`config.mk`:
```
export PLATFORM = sky130hd
export DESIGN_NAME = data_break_cmp
export DESIGN_NICKNAME = d
export VERILOG_FILES = /design/src/rtl/data_break_cmp.sv
export SDC_FILE = /design/constraint.sdc
export NUM_CORES = 1
export LEC_CHECK = 0
export CORE_MARGIN = 5
export CORE_UTILIZATION = 40
export DETAILED_ROUTE_END_ITERATION = 6
export GPL_ROUTABILITY_DRIVEN = 0
export PLACE_DENSITY = 0.76
export SLEW_MARGIN = 20
export SYNTH_ARGS = -nofsm -noshare
export SYNTH_HDL_FRONTEND = slang
export SYNTH_SLANG_ARGS = --single-unit
```
`constraint.sdc`:
```
create_clock -name clk -period 1.6 [get_ports clk]
set_input_delay 0.32 -clock clk [delete_from_list [all_inputs] [get_ports clk]]
set_output_delay 0.32 -clock clk [all_outputs]
set_load 0.1 [all_outputs]
```
`src/rtl/data_break_cmp.sv`:
```
module data_break_cmp #(
  parameter int DATA_W = 32,
  parameter int ADDR_W = 32
) (
  input  logic              clk,
  input  logic              por_n,
  input  logic              mrst_n,
  input  logic              wr_en,
  input  logic [1:0]        wr_addr,
  input  logic [DATA_W-1:0] wr_data,
  input  logic              bus_valid,
  input  logic [ADDR_W-1:0] bus_addr,
  input  logic [1:0]        bus_size,
  input  logic [DATA_W-1:0] bus_data,
  output logic              match
);
  localparam int HALF = DATA_W / 2;
  localparam logic [1:0] SZ_BYTE = 2'b00;
  localparam logic [1:0] SZ_OFF  = 2'b11;
  localparam logic [DATA_W-1:0] WIN_ALL  = {DATA_W{1'b1}};
  localparam logic [DATA_W-1:0] WIN_HI   = {{HALF{1'b1}}, {HALF{1'b0}}};
  localparam logic [DATA_W-1:0] WIN_LO   = {{HALF{1'b0}}, {HALF{1'b1}}};
  localparam logic [DATA_W-1:0] WIN_ODD  = {{(DATA_W-8){1'b0}}, 8'hFF};
  localparam logic [DATA_W-1:0] WIN_EVEN = {{(DATA_W-16){1'b0}}, 8'hFF, 8'h00};

  logic [DATA_W-1:0] brk_data, brk_mask, win;
  logic [1:0]        ctl_size;
  logic              ctl_xy_en, ctl_xy_sel;
  logic              run, hit, size_ok;

  assign run = por_n && mrst_n;

  always_ff @(posedge clk) begin
    if (!por_n) begin
      brk_data   <= '0;
      brk_mask   <= '0;
      ctl_size   <= SZ_OFF;
      ctl_xy_en  <= 1'b0;
      ctl_xy_sel <= 1'b0;
    end else if (mrst_n && wr_en) begin
      case (wr_addr)
        2'd0: brk_data <= wr_data;
        2'd1: brk_mask <= wr_data;
        2'd2: begin
          ctl_size   <= wr_data[1:0];
          ctl_xy_en  <= wr_data[2];
          ctl_xy_sel <= wr_data[3];
        end
        default: ;
      endcase
    end
  end

  always_comb begin
    if (ctl_size == SZ_BYTE)
      win = bus_addr[0] ? WIN_ODD : WIN_EVEN;
    else if (!ctl_xy_en)
      win = WIN_ALL;
    else
      win = ctl_xy_sel ? WIN_LO : WIN_HI;
  end

  assign size_ok = (ctl_size != SZ_OFF) && (bus_size == ctl_size);
  assign hit     = &(~win | brk_mask | ~(bus_data ^ brk_data));

  always_ff @(posedge clk) begin
    if (!run) match <= 1'b0;
    else      match <= bus_valid && size_ok && hit;
  end

  AST_POR_CLEAR: assert property (@(posedge clk)
    !por_n |=> (brk_mask == '0) && (brk_data == '0) && (ctl_size == SZ_OFF) && !match);
  AST_MRST_HOLD: assert property (@(posedge clk) disable iff (!por_n)
    !mrst_n |=> $stable(brk_mask) && $stable(brk_data) && $stable(ctl_size) && !match);
  AST_MATCH_VALID: assert property (@(posedge clk) disable iff (!por_n)
    match |-> $past(bus_valid) && $past(run));
  AST_MATCH_SIZE: assert property (@(posedge clk) disable iff (!por_n)
    match |-> ($past(bus_size) == $past(ctl_size)) && ($past(ctl_size) != SZ_OFF));
  AST_MASKED_FREE: assert property (@(posedge clk) disable iff (!por_n)
    (run && bus_valid && size_ok && (brk_mask == WIN_ALL)) |=> match);
endmodule

```
==> results.md <==
* Run status: finished clean
* Commonest cells in the netlist: 134 x sky130_fd_sc_hd__nand2_1, 69 x sky130_fd_sc_hd__dfxtp_1, 49 x sky130_fd_sc_hd__a21boi_1, 32 x sky130_fd_sc_hd__xnor2_1, 17 x sky130_fd_sc_hd__a21boi_0
* Starting Density at between 40 and 50%
* 1st-iter DRT viols at 66
* Largest area contributor in the netlist: sky130_fd_sc_hd__dfxtp_1
* Element type at the critical path start: primary input
* GR Util met3 at 6.53%
* Hold wc startpoint: por_n
* Layout cell share with drive strength beyond 1 at a little under 9%
* Met2 usage at around 28%
* Sequential share of power at between 50% and 60%
* Part of the total power dissipated in the clock network at 36.0%
* Total via count in the routed design at about 2,700
* Max Buffers Root-to-Sink at 2
* Endpoints failing hold at 0
* Internal Power at between 2 and 3 mW
* Slew at the pin closest to its max-slew limit at 0.429 ns
* # port buffers at 74
* Critical path, cell by cell: clkdlybuf4s50_1 > nand2_1 > or3_1 > buf_4 > nand2_1 > a21boi_1
* Router iterations before antenna repair at 4
* Largest stage delay, worst path at roughly 0.49 ns
* Antenna-violating nets left at 0
* Buffers inserted during post-CTS setup optimization at 0
* Setup repair after global routing missed its margin: false
* Root buf cell: sky130_fd_sc_hd__clkbuf_8
* Average cell area after synthesis at 8.41 µm²
* Combinational share of power at a little over an eighth
* Part of the Yosys area used for sequential elements at a little under half
* Final-layout fill cell count at a little under 700
* Diode count at 0
* Floorplan die area at between 9000 and 10,000 µm²
* Worst Setup Path Type: primary input to register
* Clock tree from TritonCTS: yes
* Data required time of the worst path at around 1.8 ns
* Total clock sinks at between 60 and 70
* Half-perimeter wire length after placement at ~5400 µm
* Global-route wire length before repair at about 12,000 µm
* Global routing met1 resource utilization at 17.8%
* Type of the worst min-delay path: primary input to register
* Number of standard-cell rows in the floorplan at 32
* Pwr Total at 3.49 mW
* RR Startpoint: brk_data[23]$_SDFFE_PN0P_
* Global route hottest layer: met2
* Worst R2R Setup Slack at roughly 0.2 ns
* Final-report setup violation count at 0
* Area after DPL at ~4000 µm²
* Vias per inst at slightly below 5
* Family of cells with the greatest summed delay on the critical path: buffers and inverters
* Worst skew pair latency at 0.34 ns
* Ratio of total power to cell area at around 830 nW/µm²
* Vias in the first global route at between 2,000 and 3,000
* VDD IR-drop max at 0.000661 V
* Net switching power of the design at 811 µW
* WL/cell at roughly 13 µm
* Number of remaining DRC errors at 0
* Nets in the synthesized netlist at between 400 and 500
* Number of stages on the worst hold path at 2
* TritonCTS buffer count at 9
* Buffering stage count on the worst path with inverters included at 2
* Total detailed-routing wirelength at 7360 µm
* Number of cells on the critical path at 6
* Count of flip-flops with a built-in enable after synthesis at 0
* Type of element capturing the critical path: register
* Height of the chip at 97.6 µm
* Area of the mapped netlist at roughly 3100 µm²
* Die boundary width at just under 100 µm
* Highest attainable clock frequency at around 0.66 GHz
* Distinct cells, synth at 28
* Area of combinational cells with multiple inputs at about 1600 µm²
* YS warnings at 0
* Area Overhead vs Synth at 36.7%
* Top-area cell type share of the netlist area at between 40% and 50%
* Most instantiated library cell after synthesis: sky130_fd_sc_hd__nand2_1
* Remaining global-route overflow at 0
* Final standard cell area without fillers at ~4200 µm²
* Final Max Tran Viols at 0
* Gate Count Post-Synth at around 370
* Slowest library cell on the worst path: sky130_fd_sc_hd__clkdlybuf4s50_1
* Post-route clock period utilization at between 90% and 100%
* Max Cap Viol at 0
* H-tree Lvls at 3
* Most prevalent standard cell on the critical path: sky130_fd_sc_hd__nand2_1
* Capturing point of the worst reg2reg path: match$_SDFF_PN0_
* Largest net degree at the start of global routing at 33
* Sw frac at a little under a quarter
* Most common flop cell mapped by yosys: sky130_fd_sc_hd__dfxtp_1
* Max-slew headroom at 71.4%
* Depth of the worst register-to-register path at 6
* Core region area at approximately 7600 µm²
* Clock Skews at 0.00938 ns
* Static Leak at 1.39 nW
* Register Area at 1380 µm²
* Number of antenna violations at the first check in global routing at 0
* Top post-synthesis cells by area: sky130_fd_sc_hd__dfxtp_1 45%, sky130_fd_sc_hd__nand2_1 16%, sky130_fd_sc_hd__a21boi_1 12%
* Top-level port count at roughly 110
* All-Layer GR Usage at 15.9%
* Clock period minus worst slack at 1.51 ns
* Proportion of synthesized flip-flops having asynchronous set or reset at 0%
* Total Nets Final at 550
* Clock transition time at the flip-flop clock pins of the worst setup and hold paths at around 0.07 ns
* WHS Endpoint: brk_mask[31]$_SDFFE_PN0P_
* Number of synthesized register bits at between 60 and 70
* Peak fanout along the critical path at 22
* Critical path data arrival time at approximately 1.7 ns
-- worst max path at each step --
stage | from | slack, ns | to
final | mrst_n | 0.09 | brk_data[18]$_SDFFE_PN0P_
after global routing | bus_data[23] | 0.02 | match$_SDFF_PN0_
after CTS | bus_data[18] | 0.03 | match$_SDFF_PN0_
after detailed placement | bus_data[18] | -0.40 | match$_SDFF_PN0_
after global placement | bus_data[18] | -0.39 | match$_SDFF_PN0_
after floorplan | wr_addr[1] | 0.30 | brk_data[0]$_SDFFE_PN0P_
-- registers in the layout, indices dropped and copies added (netlist names) --
name        flops
ctl_xy_sel      1
ctl_size        2
match           1
brk_mask       32
ctl_xy_en       1
brk_data       32
-- power by group through the flow --
stage | logic (mW) | clock network (mW) | registers [mW]
finish | 0.457 | 1.25 | 1.78
global placement | 0.452 | 0 | 1.81
CTS | 0.461 | 1.30 | 1.78
floorplan | 0.187 | 0 | 1.81
detailed placement | 0.457 | 0 | 1.82
global route | 0.495 | 1.37 | 1.78
-- timing repair --
item / CTS / global route
pin swaps: 0 / 1
resized for setup: 1 / 1
endpoints found under the setup margin: 1 / 1
gates cloned: 0 / 0
hold buffers: 0 / 0
-- cell usage in the layout (no fill, tap or decap) --
cell	count
sky130_fd_sc_hd__nand2_1	134
sky130_fd_sc_hd__clkdlybuf4s50_1	72
sky130_fd_sc_hd__dfxtp_1	69
sky130_fd_sc_hd__a21boi_1	49
sky130_fd_sc_hd__xnor2_1	32
sky130_fd_sc_hd__a21boi_0	17
sky130_fd_sc_hd__o22ai_1	16
sky130_fd_sc_hd__buf_4	12
sky130_fd_sc_hd__clkbuf_8	11
sky130_fd_sc_hd__nand3_1	6
sky130_fd_sc_hd__buf_12	5
sky130_fd_sc_hd__nor4_2	3
sky130_fd_sc_hd__clkinv_2	3
sky130_fd_sc_hd__nor2_1	2
sky130_fd_sc_hd__nor3_1	2
sky130_fd_sc_hd__nor3_4	1
sky130_fd_sc_hd__or3_1	1
sky130_fd_sc_hd__nor3b_4	1
sky130_fd_sc_hd__nand4b_1	1
sky130_fd_sc_hd__and2_1	1
sky130_fd_sc_hd__nor4_1	1
sky130_fd_sc_hd__o21ai_0	1
sky130_fd_sc_hd__nor3b_1	1
sky130_fd_sc_hd__a21oi_1	1
sky130_fd_sc_hd__a221oi_1	1
sky130_fd_sc_hd__nor4bb_1	1
sky130_fd_sc_hd__xor2_1	1
sky130_fd_sc_hd__o2111ai_1	1
sky130_fd_sc_hd__a211oi_2	1
sky130_fd_sc_hd__clkinvlp_4	1
sky130_fd_sc_hd__clkbuf_1	1
sky130_fd_sc_hd__buf_2	1
-- stage by stage --
stage / std cells / TNS [ns] / util, % / setup slack [ns] / hold WS (ns)
finish: 552 / 0 / 55.1 / 0.0927 / 0.449
global route: 552 / 0 / 55.1 / 0.0235 / 0.447
CTS: 552 / 0 / 55.1 / 0.0341 / 0.429
detailed placement: 536 / -11.66 / 52.6 / -0.395 / 0.449
global placement: 536 / -9.50 / 52.6 / -0.386 / 0.442
floorplan: 365 / 0 / - / 0.300 / 0.435
-- per-layer routing --
layer	wire length [µm]	vias up
met1	3190	1250
li1	-	1376
met3	469	8
met5	0	-
met2	3630	62
met4	74	0
-- layout make-up --
class	count	area share [%]
multi-input combinational	275	38.0
sequential	69	32.9
timing repair buffer	90	21.8
clock buffer	12	3.70
tap	102	3.04
clock inverter	4	0.537
-- kinds of logic (layout without fill, tap and decap cells) --
group,after synthesis,after routing,synth area share [%]
AOI/OAI and AO/OA,87,87,20.7
xor gates and xnor gates,33,33,9.42
buffers and inverters,21,106,3.91
DFF,69,69,45.0
and+or+nand+nor,155,155,21.0
Note: power is estimated with default switching activity, not from simulation.
